### src/rtl/dmr_pkg.sv
package dmr_pkg;
  localparam int REG_W    = 16;
  localparam int BUS_W    = 32;
  localparam int NUM_REGS = 11;

  localparam int IDX_ID    = 0;
  localparam int IDX_HRES  = 1;
  localparam int IDX_VRES  = 2;
  localparam int IDX_DEPTH = 3;
  localparam int IDX_EN    = 4;
  localparam int IDX_BANK  = 5;
  localparam int IDX_VWID  = 6;
  localparam int IDX_VHGT  = 7;
  localparam int IDX_XOFF  = 8;
  localparam int IDX_YOFF  = 9;
  localparam int IDX_VMEM  = 10;
endpackage

### src/rtl/dmr_decode.sv
module dmr_decode #(
  parameter int AW       = 8,
  parameter int NUM_REGS = dmr_pkg::NUM_REGS,
  localparam int IW      = AW - 2,
  localparam int OW      = AW - 1
) (
  input  logic [AW-1:0] addr_i,
  output logic          mode_sel_o,
  output logic          ext_sel_o,
  output logic [IW-1:0] idx_o,
  output logic          in_range_o,
  output logic [OW-1:0] ext_off_o
);
  assign mode_sel_o = ~addr_i[AW-1];
  assign ext_sel_o  = addr_i[AW-1];
  assign idx_o      = addr_i[AW-2:1];
  assign ext_off_o  = addr_i[AW-2:0];
  assign in_range_o = ({1'b0, idx_o} < (IW+1)'(NUM_REGS));
endmodule

### src/rtl/dmr_mode_file.sv
module dmr_mode_file
  import dmr_pkg::*;
#(
  parameter int IW = 6
) (
  input  logic                      clk_i,
  input  logic                      rst_ni,
  input  logic                      we_i,
  input  logic                      sel_i,
  input  logic [IW-1:0]             idx_i,
  input  logic [REG_W-1:0]          wdata_i,
  output logic [NUM_REGS*REG_W-1:0] regs_o
);
  for (genvar k = 0; k < NUM_REGS; k++) begin : g_reg
    logic [REG_W-1:0] q;
    always_ff @(posedge clk_i or negedge rst_ni) begin
      if (!rst_ni)                                 q <= '0;
      else if (we_i && sel_i && idx_i == IW'(k))   q <= wdata_i;
    end
    assign regs_o[k*REG_W +: REG_W] = q;
  end
endmodule

### src/rtl/dmr_ext_regs.sv
module dmr_ext_regs
  import dmr_pkg::*;
#(
  parameter int               OW       = 7,
  parameter int               BO_OFF   = 4,
  parameter logic [BUS_W-1:0] LE_MAGIC = 32'h1e1e1e1e,
  parameter logic [BUS_W-1:0] BE_MAGIC = 32'hbebebebe
) (
  input  logic             clk_i,
  input  logic             rst_ni,
  input  logic             we_i,
  input  logic             sel_i,
  input  logic [OW-1:0]    off_i,
  input  logic [BUS_W-1:0] wdata_i,
  output logic             big_endian_o
);
  logic hit;
  assign hit = we_i && sel_i && off_i == OW'(BO_OFF);

  always_ff @(posedge clk_i or negedge rst_ni) begin
    if (!rst_ni)                          big_endian_o <= 1'b0;
    else if (hit && wdata_i == BE_MAGIC)  big_endian_o <= 1'b1;
    else if (hit && wdata_i == LE_MAGIC)  big_endian_o <= 1'b0;
  end
endmodule

### src/rtl/dmr_read_mux.sv
module dmr_read_mux
  import dmr_pkg::*;
#(
  parameter int               IW        = 6,
  parameter int               OW        = 7,
  parameter logic [REG_W-1:0] ID_CODE   = 16'hB0C5,
  parameter logic [REG_W-1:0] VMEM_UNIT = 16'h0100,
  parameter int               EXT_SIZE  = 8,
  parameter int               SIZE_OFF  = 0,
  parameter int               BO_OFF    = 4,
  parameter logic [BUS_W-1:0] LE_MAGIC  = 32'h1e1e1e1e,
  parameter logic [BUS_W-1:0] BE_MAGIC  = 32'hbebebebe
) (
  input  logic                      clk_i,
  input  logic                      rst_ni,
  input  logic                      re_i,
  input  logic                      mode_sel_i,
  input  logic [IW-1:0]             idx_i,
  input  logic                      in_range_i,
  input  logic [OW-1:0]             off_i,
  input  logic [NUM_REGS*REG_W-1:0] regs_i,
  input  logic                      big_endian_i,
  output logic [BUS_W-1:0]          rdata_o
);
  logic [REG_W-1:0] stored;
  logic [BUS_W-1:0] nxt;

  always_comb begin
    stored = '0;
    for (int k = 0; k < NUM_REGS; k++)
      if (idx_i == IW'(k)) stored = regs_i[k*REG_W +: REG_W];
  end

  always_comb begin
    if (mode_sel_i) begin
      if (!in_range_i)                 nxt = '1;
      else if (idx_i == IW'(IDX_ID))   nxt = BUS_W'(ID_CODE);
      else if (idx_i == IW'(IDX_VMEM)) nxt = BUS_W'(VMEM_UNIT);
      else                             nxt = BUS_W'(stored);
    end else begin
      if (off_i == OW'(SIZE_OFF))      nxt = BUS_W'(EXT_SIZE);
      else if (off_i == OW'(BO_OFF))   nxt = big_endian_i ? BE_MAGIC : LE_MAGIC;
      else                             nxt = '0;
    end
  end

  always_ff @(posedge clk_i or negedge rst_ni) begin
    if (!rst_ni)   rdata_o <= '0;
    else if (re_i) rdata_o <= nxt;
  end
endmodule

### src/rtl/disp_mode_regs.sv
module disp_mode_regs
  import dmr_pkg::*;
#(
  parameter int               AW         = 8,
  parameter int unsigned      VMEM_BYTES = 32'h0100_0000,
  parameter logic [REG_W-1:0] ID_CODE    = 16'hB0C5,
  parameter int               EXT_SIZE   = 8,
  parameter int               SIZE_OFF   = 0,
  parameter int               BO_OFF     = 4,
  parameter logic [BUS_W-1:0] LE_MAGIC   = 32'h1e1e1e1e,
  parameter logic [BUS_W-1:0] BE_MAGIC   = 32'hbebebebe
) (
  input  logic                      clk_i,
  input  logic                      rst_ni,
  input  logic [AW-1:0]             addr_i,
  input  logic [BUS_W-1:0]          wdata_i,
  input  logic                      we_i,
  input  logic                      re_i,
  output logic [BUS_W-1:0]          rdata_o,
  output logic [NUM_REGS*REG_W-1:0] regs_o,
  output logic                      big_endian_o
);
  localparam int               IW        = AW - 2;
  localparam int               OW        = AW - 1;
  localparam logic [REG_W-1:0] VMEM_UNIT = REG_W'(VMEM_BYTES / 65536);

  logic          mode_sel, ext_sel, in_range;
  logic [IW-1:0] idx;
  logic [OW-1:0] ext_off;
  logic          unused_hi;

  assign unused_hi = ^wdata_i[BUS_W-1:REG_W];

  dmr_decode #(.AW(AW), .NUM_REGS(NUM_REGS)) i_decode (
    .addr_i     (addr_i),
    .mode_sel_o (mode_sel),
    .ext_sel_o  (ext_sel),
    .idx_o      (idx),
    .in_range_o (in_range),
    .ext_off_o  (ext_off)
  );

  dmr_mode_file #(.IW(IW)) i_mode_file (
    .clk_i   (clk_i),
    .rst_ni  (rst_ni),
    .we_i    (we_i),
    .sel_i   (mode_sel),
    .idx_i   (idx),
    .wdata_i (wdata_i[REG_W-1:0]),
    .regs_o  (regs_o)
  );

  dmr_ext_regs #(
    .OW(OW), .BO_OFF(BO_OFF), .LE_MAGIC(LE_MAGIC), .BE_MAGIC(BE_MAGIC)
  ) i_ext_regs (
    .clk_i        (clk_i),
    .rst_ni       (rst_ni),
    .we_i         (we_i),
    .sel_i        (ext_sel),
    .off_i        (ext_off),
    .wdata_i      (wdata_i),
    .big_endian_o (big_endian_o)
  );

  dmr_read_mux #(
    .IW(IW), .OW(OW), .ID_CODE(ID_CODE), .VMEM_UNIT(VMEM_UNIT),
    .EXT_SIZE(EXT_SIZE), .SIZE_OFF(SIZE_OFF), .BO_OFF(BO_OFF),
    .LE_MAGIC(LE_MAGIC), .BE_MAGIC(BE_MAGIC)
  ) i_read_mux (
    .clk_i        (clk_i),
    .rst_ni       (rst_ni),
    .re_i         (re_i),
    .mode_sel_i   (mode_sel),
    .idx_i        (idx),
    .in_range_i   (in_range),
    .off_i        (ext_off),
    .regs_i       (regs_o),
    .big_endian_i (big_endian_o),
    .rdata_o      (rdata_o)
  );
endmodule

### config.mk
export PLATFORM = sky130hd
export DESIGN_NAME = disp_mode_regs
export DESIGN_NICKNAME = d
export VERILOG_FILES = /design/src/rtl/dmr_pkg.sv /design/src/rtl/dmr_decode.sv /design/src/rtl/dmr_mode_file.sv /design/src/rtl/dmr_ext_regs.sv /design/src/rtl/dmr_read_mux.sv /design/src/rtl/disp_mode_regs.sv
export SDC_FILE = /design/constraint.sdc
export NUM_CORES = 1
export LEC_CHECK = 0
export BUFFER_PORTS_ARGS = -buffer_cell sky130_fd_sc_hd__buf_2
export CAP_MARGIN = 0
export CORE_UTILIZATION = 35
export DETAILED_ROUTE_END_ITERATION = 12
export GPL_TIMING_DRIVEN = 1
export PLACE_DENSITY = 0.64
export SETUP_SLACK_MARGIN = 0.4
export SLEW_MARGIN = 5
export SYNTH_ARGS = -nofsm -noshare
export SYNTH_HDL_FRONTEND = slang
export SYNTH_SLANG_ARGS = --single-unit
### constraint.sdc
create_clock -name clk_i -period 3.9 [get_ports clk_i]
set_clock_uncertainty 0.2 [all_clocks]
set_input_delay 0.585 -clock clk_i [delete_from_list [all_inputs] [get_ports clk_i]]
set_output_delay 0.585 -clock clk_i [all_outputs]
set_load 0.01 [all_outputs]
======== Yosys cells after proc, flatten, opt, wreduce, memory -nomap -nowiden ========
Cells that the tools add are included.
storage, ports and cells
  memories ................................ 0
  latch bits .............................. 0
  RAM bits ................................ 0
  logic and storage cells ................. 65
  bits of input ports ..................... 44
  output and inout bits ................... 209
  bits in read-only memories .............. 0
  bits in registers ....................... 209
operators by class
  reductions and logical operators ........ 19
  mux-type cells .......................... 18
  equality and inequality tests ........... 13
  bitwise logic cells ..................... 1
  multiply operators ...................... 0
  shift operators ......................... 0
  add/subtract/negate cells ............... 0
  order comparisons ....................... 1
  div/mod/pow operators ................... 0
operator list
  cell                                                 number
  two-way mux 32 bit                                   6
  two-way mux 16 bit                                   10
  == test 32 x 29 -> 1 bit (second input constant)     1
  == test 32 bit (second input constant)               1
  == test 6 x 3 -> 1 bit (second input constant)       4
  == test 6 x 4 -> 1 bit (second input constant)       3
  logical AND 1 bit                                    16
  == test 6 x 2 -> 1 bit (second input constant)       2
  == test 7 x 3 -> 1 bit (second input constant)       1
  zero test 7 bit                                      1
  == test 6 x 1 -> 1 bit (second input constant)       1
  zero test 6 bit                                      1
  < comparator 6 x 4 -> 1 bit (second input constant)  1
  two-way mux 1 bit                                    2
  nonzero test 2 bit                                   1
  inverter 1 bit                                       1

======== Longest topological paths before layout ========
Gate-level depths: netlist (run 1).
  depth after elaboration ................. 14
  gate-level depth with buffers ........... 9
  mapped depth without buffers ............ 5

======== Hierarchy ========
Synthesis (run 1) repeated with hierarchy kept, for this count alone.
unflattened totals
  cell total of the unflattened synthesis .. 730
  area, all modules ....................... 9,457.8 µm²
modules (own cells, without submodules)
  module         area each (µm²)  sequential area each (µm²)  instances  cells an instance
  dmr_mode_file  6,730.2          4,404.2                     1          399
  dmr_read_mux   2,418.6          475.5                       1          292
  dmr_ext_regs   180.2            25.0                        1          22
  dmr_decode     128.9            0.0                         1          17

======== Worst setup path after synthesis (run 1) ========
OpenSTA, ideal clock, no wires.
  path type ............................... input port to flip-flop
  start point ............................. input addr_i[4]
  end point ............................... register i_mode_file.g_reg[3].q[10]
  cell stages on the path ................. 6
  setup time .............................. 0.125 ns
  path buffers ............................ 3
  setup slack ............................. 1.286 ns
  arrival time ............................ 2.289 ns
  data required time ...................... 3.575 ns
  cell sequence ........................... buf_2 > or4_4 > buf_6 > nor3_4 > buf_4 > mux2_2
on the way
  cells in the longest elaborated chain, start to end .. 2
ends and longest elaborated chain
  element                 line                  source
  from (decl)             disp_mode_regs.sv:15  input logic [AW-1:0] addr_i,
  == test 6 x 2 -> 1 bit  dmr_mode_file.sv:18   else if (we_i && sel_i && idx_i == IW'(k)) q <= wdata_i;
  logical AND 1 bit       dmr_mode_file.sv:18
  to (signal assigned)    dmr_mode_file.sv:18
  to (decl)               dmr_mode_file.sv:15   logic [REG_W-1:0] q;
Every way passes these cells.
A chain may end at the register's enable or synchronous reset.

======== Worst setup path after layout (run 1) ========
  start point ............................. input addr_i[2]
  end point ............................... register i_read_mux.rdata_o[7]
on the way
  cells in the longest elaborated chain, start to end .. 14
  elaborated cells between the ends (all ways) .. 29
  those cells by class .................... order compare (1); eq/ne (11); mux (15); reduce/logical (2)
ends and longest elaborated chain
  element                           line                source
  == test 6 x 1 -> 1 bit            dmr_read_mux.sv:31  if (idx_i == IW'(k)) stored = regs_i[k*REG_W +: REG_W];
  two-way mux 16 bit (9 in series)  dmr_read_mux.sv:31
  two-way mux 16 bit                dmr_read_mux.sv:38  else if (idx_i == IW'(IDX_VMEM)) nxt = BUS_W'(VMEM_UNIT);
  two-way mux 32 bit                dmr_read_mux.sv:37  else if (idx_i == IW'(IDX_ID)) nxt = BUS_W'(ID_CODE);
  two-way mux 32 bit                dmr_read_mux.sv:36  if (!in_range_i) nxt = '1;
  two-way mux 32 bit (*)            dmr_read_mux.sv:35  if (mode_sel_i) begin
  to (signal assigned)              dmr_read_mux.sv:49  else if (re_i) rdata_o <= nxt;
  to (decl)                         dmr_read_mux.sv:23  output logic [BUS_W-1:0] rdata_o
Mark *: on every way between the ends. The rest lies on a longest branch, timed or not.

==> results of run 1 <==
## cell type report
class,count,area [µm²]
diodes,1,2.50
clock buffers,19,453
clock inverters,12,134
fillers,2449,14700
inverters,10,37.5
multi-input cells,452,3970
flip-flops and latches,196,4900
well taps,335,419
repair buffers,274,1450
## worst max-delay path: stages
cell and delay, ns:
buf_2 0.52, nand2b_1 0.51, nor4_4 0.65, nand2_1 0.13
and4_1 0.24, a211oi_1 0.22
## cell families after synthesis
group | share of synthesized area, %
multiplexers | 25.4
flip-flops | 52.8
AO/OA/AOI/OAI | 10.3
AND/OR/NAND/NOR | 6.96
buffers and inverters | 4.47
XOR/XNOR | 0.0943
## power by group through the flow
stage | logic, mW | registers, mW | clock network [mW]
after floorplan | 0.333 | 2.43 | 0
after global placement | 0.763 | 2.38 | 0
final | 0.762 | 2.35 | 1.79
after CTS | 0.771 | 2.35 | 1.83
after global routing | 0.833 | 2.37 | 1.90
after detailed placement | 0.768 | 2.38 | 0
## cell usage in the layout, fill, tap and decap left out, types with 4 or more instances in the layout
cell type  netlist  final
a211oi_1         9      9
a21o_1           4      4
a21oi_1         23     23
a222oi_1         5      5
a22oi_1         13     13
a31oi_1          4      4
buf_2           11    251
buf_4           17     21
clkbuf_16        0     17
dfrtp_1        196    196
inv_1            9      9
inv_6            0      7
mux2_2         190    190
mux2_4          10     10
mux2i_1          7      7
nand2_1         13     13
nand2b_1         5      5
nand3_1         11     11
nand4_1          4      4
nor2_1          25     25
nor2b_1          4      4
nor3_1          14     14
o21ai_0         26     26
o221ai_1        12     12
o22a_1           6      6
o22ai_1          9      9
o31ai_1          4      4
or3_1            5      5
## registers in the layout (all words and copies together) (netlist names)
register	count
i_mode_file.g.q	176
i_ext_regs.big_endian_o	1
i_read_mux.rdata_o	19
## final timing paths
path / cells past startpoint / end
max: 6 / i_read_mux.rdata_o[7]
min reg2reg: 1 / i_read_mux.rdata_o[6]
max reg2reg: 5 / i_read_mux.rdata_o[14]
min: 1 / i_mode_file.g_reg[7].q[2]
max in group asynchronous: 2 / i_mode_file.g_reg[7].q[9]
min in group clk_i: 3 / i_ext_regs.big_endian_o
## metrics by stage
step                cell area (µm²)  hold slack (ns)  cells
global placement              10800            0.284   1267
floorplan                      9290           0.0894    732
finish                        11400         -0.00362   1299
detailed placement            10800            0.288   1267
global route                  11400           0.0438   1298
CTS                           11400           0.0186   1298
## metal layers
layer  track usage, %  wire [µm]  up-vias
li1                 -          -     3147
met1             32.2      13800     3681
met2             36.6      14400      334
met3             6.76       2450       48
met4             6.46        676        0
met5                0          0        -
==> results.cfg, run 1 <==
[outcome]
outcome = complete, but fails checks
violations = hold timing

[routing]
wl_um = 31400
firstDrtPassIters = 5
wire_per_inst_um = 24.1
viasPerCell = 5.55
drt_iter0_drc = 556
route.detailed.drc = 0
num_vias = 7210
ant_nets = 0

[timing]
relSlewSlack_pct = 46.4
setup_slack_ns = 1.18
fin_crit_ns = 2.72
hold_slack_ns = -0.00362
min_period_over_period_pct = 69.8
finalMaxSlewViolations = 0
setup_tns_ns = 0
worstMarginPinSlew_ns = 0.804
fmax_mhz = 367
setup_viol = 0
grt_setup_unrepaired = no
finalHoldViolCount = 3

[clock_network]
htreeDepth = 4
postCtsHoldBufs = 0
cts_resized = 0
postCtsSetupBuffers = 0
clock_tree.root_cell = clkbuf_16
cts_sinks = 196
cts_tree = built
cts_buffer_depth = 2
clkLatencyLatePin_ns = 0.45
path_clk_slew_ns = 0.07
cts_buffers = 17

[cells_and_area]
drive_above_1_share_pct = 53.9
syn2layout_area_growth_pct = 22.4
finalNetCount = 995
final_core_util_pct = 43.6

[yosys]
avgSynthCellArea_um2 = 12.7
synth_nets = 776
synth_most_common_cell = dfrtp_1
synth_edf_count = 0
async_flop_share_pct = 100
netlist_area_um2 = 9290
synth-seq-cells = 196
synthDistinctLibCells = 62
seq_area_frac_synth_pct = 52.8
synth_ff_type = dfrtp_1
yosysTopAreaCell = dfrtp_1
yosys-top-cells-area = dfrtp_1, mux2_2, mux2_4
syn_inst = 732
ys_warn_count = 0
netlist.area_leader.share_pct = 52.8
synth_common_cells = dfrtp_1, mux2_2, clkbuf_1

[pwr]
pwr-share-clk_pct = 36.5
pwr-share-comb_pct = 15.6
switching_share_pct = 29.1
power_mw = 4.90
pwr-share-seq_pct = 47.9
netSwitchingPower_mw = 1.43
power_density_nw_per_um2 = 431
p_leak_nw = 5.91
vdd_drop_max_uv = 207
p_int_mw = 3.47

[floorplanning]
io_pins = 253
rows = 59
die_x_um = 165
die-area_um2 = 27200
die_h_um = 165
core_area_um2 = 26100
start_util_pct = 35.7

[worst_setup_path]
crit_arrival_ns = 2.86
reg2reg_slack_ns = 1.87
crit_path_end_kind = flop
crit_required_ns = 4.04
start_kind = input port
path_class = input port to flop
startpoint = addr_i[2]
worstReg2RegStart = i_mode_file.g_reg[2].q[14]
worstPathMaxFanout = 34

[global_routing]
overflow = 0
grt_usage_pct = 23.7
grt_pass1_vias = 7139
grt_first_pass_wirelength_um = 46500
grt_max_degree = 83
antenna_found_initial = 0

[run]
cap_violations = 0

[place]
hpwl_um = 22800
io_buffers = 252
gp_congestion = 0.903
dp_slack_ns = 0.787

[min_path]
hold_class = input port to async pin
No activity file was read; power rests on OpenSTA's default activity.
==> inputs of run 2 (changes only) <==
==> constraint.sdc (replaced) <==
create_clock -name clk_i -period 2.6 [get_ports clk_i]
set_clock_uncertainty 0.2 [all_clocks]
set_input_delay 0.39 -clock clk_i [delete_from_list [all_inputs] [get_ports clk_i]]
set_output_delay 0.39 -clock clk_i [all_outputs]
set_load 0.01 [all_outputs]
==> results.cfg, run 2 (synthesis gave the netlist of run 1 again) <==
[floorplanning]
die-area_um2 = 27200
io_pins = 253
start_util_pct = 35.7
die_x_um = 165
die_h_um = 165
rows = 59
core_area_um2 = 26100

[place]
dpl_cell_area_um2 = 11100
gp_congestion = 0.915
io_buffers = 252
hpwl_um = 23000
dp_slack_ns = 0.103

[cells_and_area]
diodes = 0
reg.largest.list = i_mode_file.g.q: 176 flops, i_read_mux.rdata_o: 19 flops, i_ext_regs.big_endian_o: 1 flops
finalNetCount = 1020
final_area_um2 = 11700
fill_cells = 2479
register_area_um2 = 4900
final_core_util_pct = 44.7
top_register = i_mode_file.g.q
layout_commonest_cell = buf_2
multiInputGateArea_um2 = 4040
largest_reg_flops = 176
drive_above_1_share_pct = 55.2
syn2layout_area_growth_pct = 25.5
mostFrequentLayoutCells = buf_2, dfrtp_1, mux2_2

[timing]
grt_setup_unrepaired = no
finalHoldViolCount = 0
fmax_mhz = 485
setup_slack_ns = 0.538
worstMarginPinSlew_ns = 0.848
setup_viol = 0
relSlewSlack_pct = 43.3
setup_tns_ns = 0
fin_crit_ns = 2.06
finalMaxSlewViolations = 0
min_period_over_period_pct = 79.3

[global_routing]
grt_pass1_vias = 7181
grt_first_pass_wirelength_um = 45900
grt_max_degree = 60
overflow = 0
grt_usage_pct = 23.2
antenna_found_initial = 0

[worst_setup_path]
crit_end = i_read_mux.rdata_o[7]
path_class = input port to flop
reg2reg_slack_ns = 0.69
r2r_cells = 6
crit_required_ns = 2.73
crit_arrival_ns = 2.20
startpoint = addr_i[1]
crit_path_end_kind = flop
reg2reg_to = i_read_mux.rdata_o[14]
worstReg2RegStart = i_mode_file.g_reg[3].q[14]
start_kind = input port
worstPathMaxFanout = 18

[clock_network]
cts_sinks = 196
cts_resized = 0
path_clk_slew_ns = 0.07
cts_buffers = 17
postCtsHoldBufs = 1
clkLatencyLatePin_ns = 0.44
postCtsSetupBuffers = 0
htreeDepth = 4
clock_tree.root_cell = clkbuf_16
cts_buffer_depth = 2
cts_tree = built

[routing]
viasPerCell = 5.48
firstDrtPassIters = 5
wl_um = 31200
num_vias = 7249
wire_per_inst_um = 23.5
drt_iter0_drc = 487
route.detailed.drc = 0
ant_nets = 0

[min_path]
hold_class = input port to flop

[pwr]
power_mw = 7.21
p_leak_nw = 6.06
power_density_nw_per_um2 = 619
vdd_drop_max_uv = 364

[run]
cap_violations = 0

[outcome]
outcome = finished, final reports clean
run 2: cell type report:
| type | instances | share of cell area, % |
|---|---|---|
| Sequential cell | 196 | 42.1 |
| Multi-Input combinational cell | 452 | 34.6 |
| Timing Repair Buffer | 299 | 14.7 |
| Clock buffer | 17 | 3.65 |
| Tap cell | 335 | 3.60 |
| Clock inverter | 15 | 1.04 |
| Inverter | 10 | 0.322 |
run 2: how the worst min path moves through the flow:
stage | cells after the start | to | startpoint
6_report | 3 | i_ext_regs.big_endian_o | wdata_i[21]
5_1_grt | 3 | i_ext_regs.big_endian_o | wdata_i[21]
4_1_cts | 3 | i_ext_regs.big_endian_o | wdata_i[21]
3_5_place_dp | 1 | i_mode_file.g_reg[7].q[0] | rst_ni
3_3_place_gp | 1 | i_mode_file.g_reg[7].q[0] | rst_ni
2_1_floorplan | 0 | i_ext_regs.big_endian_o | rst_ni
run 2: worst max-delay path: stages:
cell and delay [ns]:
buf_2 0.12, buf_12 0.16, nand2b_1 0.36, buf_4 0.27, nor4_4 0.28, nand2_1 0.10
and4_1 0.24, a211oi_1 0.25
run 2: stage by stage:
step	std cells	hold WS, ns
2_1_floorplan	732	-0.106
3_3_place_gp	1291	0.226
3_5_place_dp	1291	0.226
4_1_cts	1324	0.0244
5_1_grt	1324	0.0421
6_report	1324	0.0309
run 2: power by group:
| group | internal [mW] | leakage (nW) | switching, mW | total [mW] |
|---|---|---|---|---|
| sequential | 3.30 | 2.64 | 0.206 | 3.51 |
| clock | 1.25 | 0.265 | 1.26 | 2.51 |
| combinational | 0.532 | 3.16 | 0.661 | 1.19 |
| total | 5.09 | 6.06 | 2.13 | 7.21 |
run 2: layer usage:
layer | routed length (µm) | global-route usage [%] | part of all wire, % | vias up
met3 | 2280 | 4.92 | 7.3 | 32
met2 | 14400 | 36.2 | 46 | 323
met4 | 502 | 6.46 | 1.6 | 0
met1 | 13900 | 32.3 | 45 | 3703
met5 | 0 | 0 | 0 | -
li1 | - | - | - | 3191
==> inputs of run 3 (changes only) <==
==> constraint.sdc (replaced) <==
create_clock -name clk_i -period 2.1 [get_ports clk_i]
set_clock_uncertainty 0.2 [all_clocks]
set_input_delay 0.315 -clock clk_i [delete_from_list [all_inputs] [get_ports clk_i]]
set_output_delay 0.315 -clock clk_i [all_outputs]
set_load 0.01 [all_outputs]
==> results.cfg, run 3 (synthesis gave the netlist of run 1 again) <==
[routing]
wire_per_inst_um = 23.7
viasPerCell = 5.45
route.detailed.drc = 0
drt_iter0_drc = 522
firstDrtPassIters = 5
num_vias = 7748
ant_nets = 0
wl_um = 33700

[worst_setup_path]
path_class = input port to flop
r2r_cells = 5
crit_arrival_ns = 2.01
crit_required_ns = 2.22
worstPathMaxFanout = 4
reg2reg_to = i_read_mux.rdata_o[9]
start_kind = input port
crit_path_end_kind = flop
worstReg2RegStart = i_mode_file.g_reg[2].q[9]
reg2reg_slack_ns = 0.22

[cells_and_area]
mostFrequentLayoutCells = buf_2, dfrtp_1, mux2_2
drive_above_1_share_pct = 63.3
final_core_util_pct = 50.8
largest_reg_flops = 176
top_register = i_mode_file.g.q
layout_commonest_cell = buf_2
finalNetCount = 1118
instances_no_fill = 1422
reg.largest.list = i_mode_file.g.q: 176 flops, i_read_mux.rdata_o: 19 flops, i_ext_regs.big_endian_o: 1 flops
fill_cells = 2332
syn2layout_area_growth_pct = 42.4
diodes = 0

[floorplanning]
die_x_um = 165
die-area_um2 = 27200
io_pins = 253
start_util_pct = 35.7
core_area_um2 = 26100
die_h_um = 165
rows = 59

[global_routing]
grt_max_degree = 56
grt_first_pass_wirelength_um = 49000
overflow = 0
grt_usage_pct = 25.1
grt_pass1_vias = 7735
antenna_found_initial = 1

[timing]
fin_crit_ns = 1.88
setup_tns_ns = 0
relSlewSlack_pct = 56.3
min_period_over_period_pct = 89.7
grt_setup_unrepaired = yes
worstMarginPinSlew_ns = 0.654
finalHoldViolCount = 0
fmax_mhz = 531
finalMaxSlewViolations = 0
setup_viol = 0

[clock_network]
cts_sinks = 196
cts_buffer_depth = 2
htreeDepth = 4
clkLatencyLatePin_ns = 0.45
cts_buffers = 17
path_clk_slew_ns = 0.08
clock_tree.root_cell = clkbuf_16
cts_tree = built

[min_path]
whs_path_depth = 5
hold_start = wdata_i[17]
hold_class = input port to flop
hold_end = i_ext_regs.big_endian_o

[pwr]
vdd_drop_max_uv = 412
p_leak_nw = 6.78
power_density_nw_per_um2 = 713
power_mw = 9.43

[place]
gp_congestion = 0.941
hpwl_um = 23800
io_buffers = 252
dp.cells = 1345

[outcome]
outcome = finished, final reports clean

[run]
cap_violations = 0
run 3: cell count changes in the layout (fill, tap and decap cells not counted), moves of 9 or more:
cell / change
a22oi_1: -9
buf_4: +55
mux2_2: -29
a22oi_2: +9
buf_6: +24
o21ai_1: +13
mux2_4: +29
o21ai_0: -14
run 3: power by group:
part	internal, mW	total (mW)	switching, mW
combinational	0.820	1.72	0.897
clock	1.70	3.36	1.67
sequential	4.09	4.35	0.260
run 3: how the worst max path moves through the flow:
stage	start	end	cells after the start
global route	i_mode_file.g_reg[2].q[9]	i_read_mux.rdata_o[9]	5
CTS	addr_i[4]	i_read_mux.rdata_o[4]	7
global placement	addr_i[1]	i_read_mux.rdata_o[5]	7
floorplan	addr_i[3]	i_mode_file.g_reg[8].q[10]	7
finish	addr_i[6]	i_read_mux.rdata_o[4]	7
detailed placement	addr_i[6]	i_mode_file.g_reg[9].q[14]	7
run 3: final cells by class:
cell class | instances | area, µm² | area share (%)
Clock buffer | 17 | 425 | 3.22
Clock inverter | 15 | 173 | 1.31
Inverter | 10 | 37.5 | 0.284
Multi-Input combinational cell | 453 | 4490 | 34.0
Sequential cell | 196 | 4910 | 37.1
Tap cell | 335 | 419 | 3.17
Timing Repair Buffer | 396 | 2780 | 21.0
run 3: critical path, stage by stage:
cell and delay [ns]:
buf_8 0.10, or4b_4 0.57, buf_6 0.15, or3_1 0.33, a222oi_1 0.32, buf_4 0.16, o21ai_1 0.05
run 3: stage by stage:
step | instance area, µm² | worst slack, ns | hold slack (ns)
after floorplan | 9500 | -0.166 | -0.181
after global placement | 11600 | -0.213 | 0.0946
after detailed placement | 11600 | -0.254 | 0.0957
after CTS | 12900 | 0.239 | 0.0486
after global routing | 13200 | 0.169 | 0.0995
final | 13200 | 0.216 | 0.0610
run 3: per-layer routing:
metal	global-route usage [%]	vias to the layer above	part of all wire [%]	wire, µm
met5	0	-	0	0
met4	7.88	0	1.9	650
met3	5.70	38	6.6	2240
met2	39.7	296	48	16100
met1	33.9	4002	44	14700
li1	-	3412	-	-
run 3: timing repair:
action | 4_1_cts | 5_1_grt
buffers inserted | 25 | 7
pin swaps | 26 | 29
hold endpoints to repair | 42 | 0
setup endpoints to repair | 181 | 163
cloned | 5 | 2
resized for setup | 82 | 50
hold buffers | 6 | 0
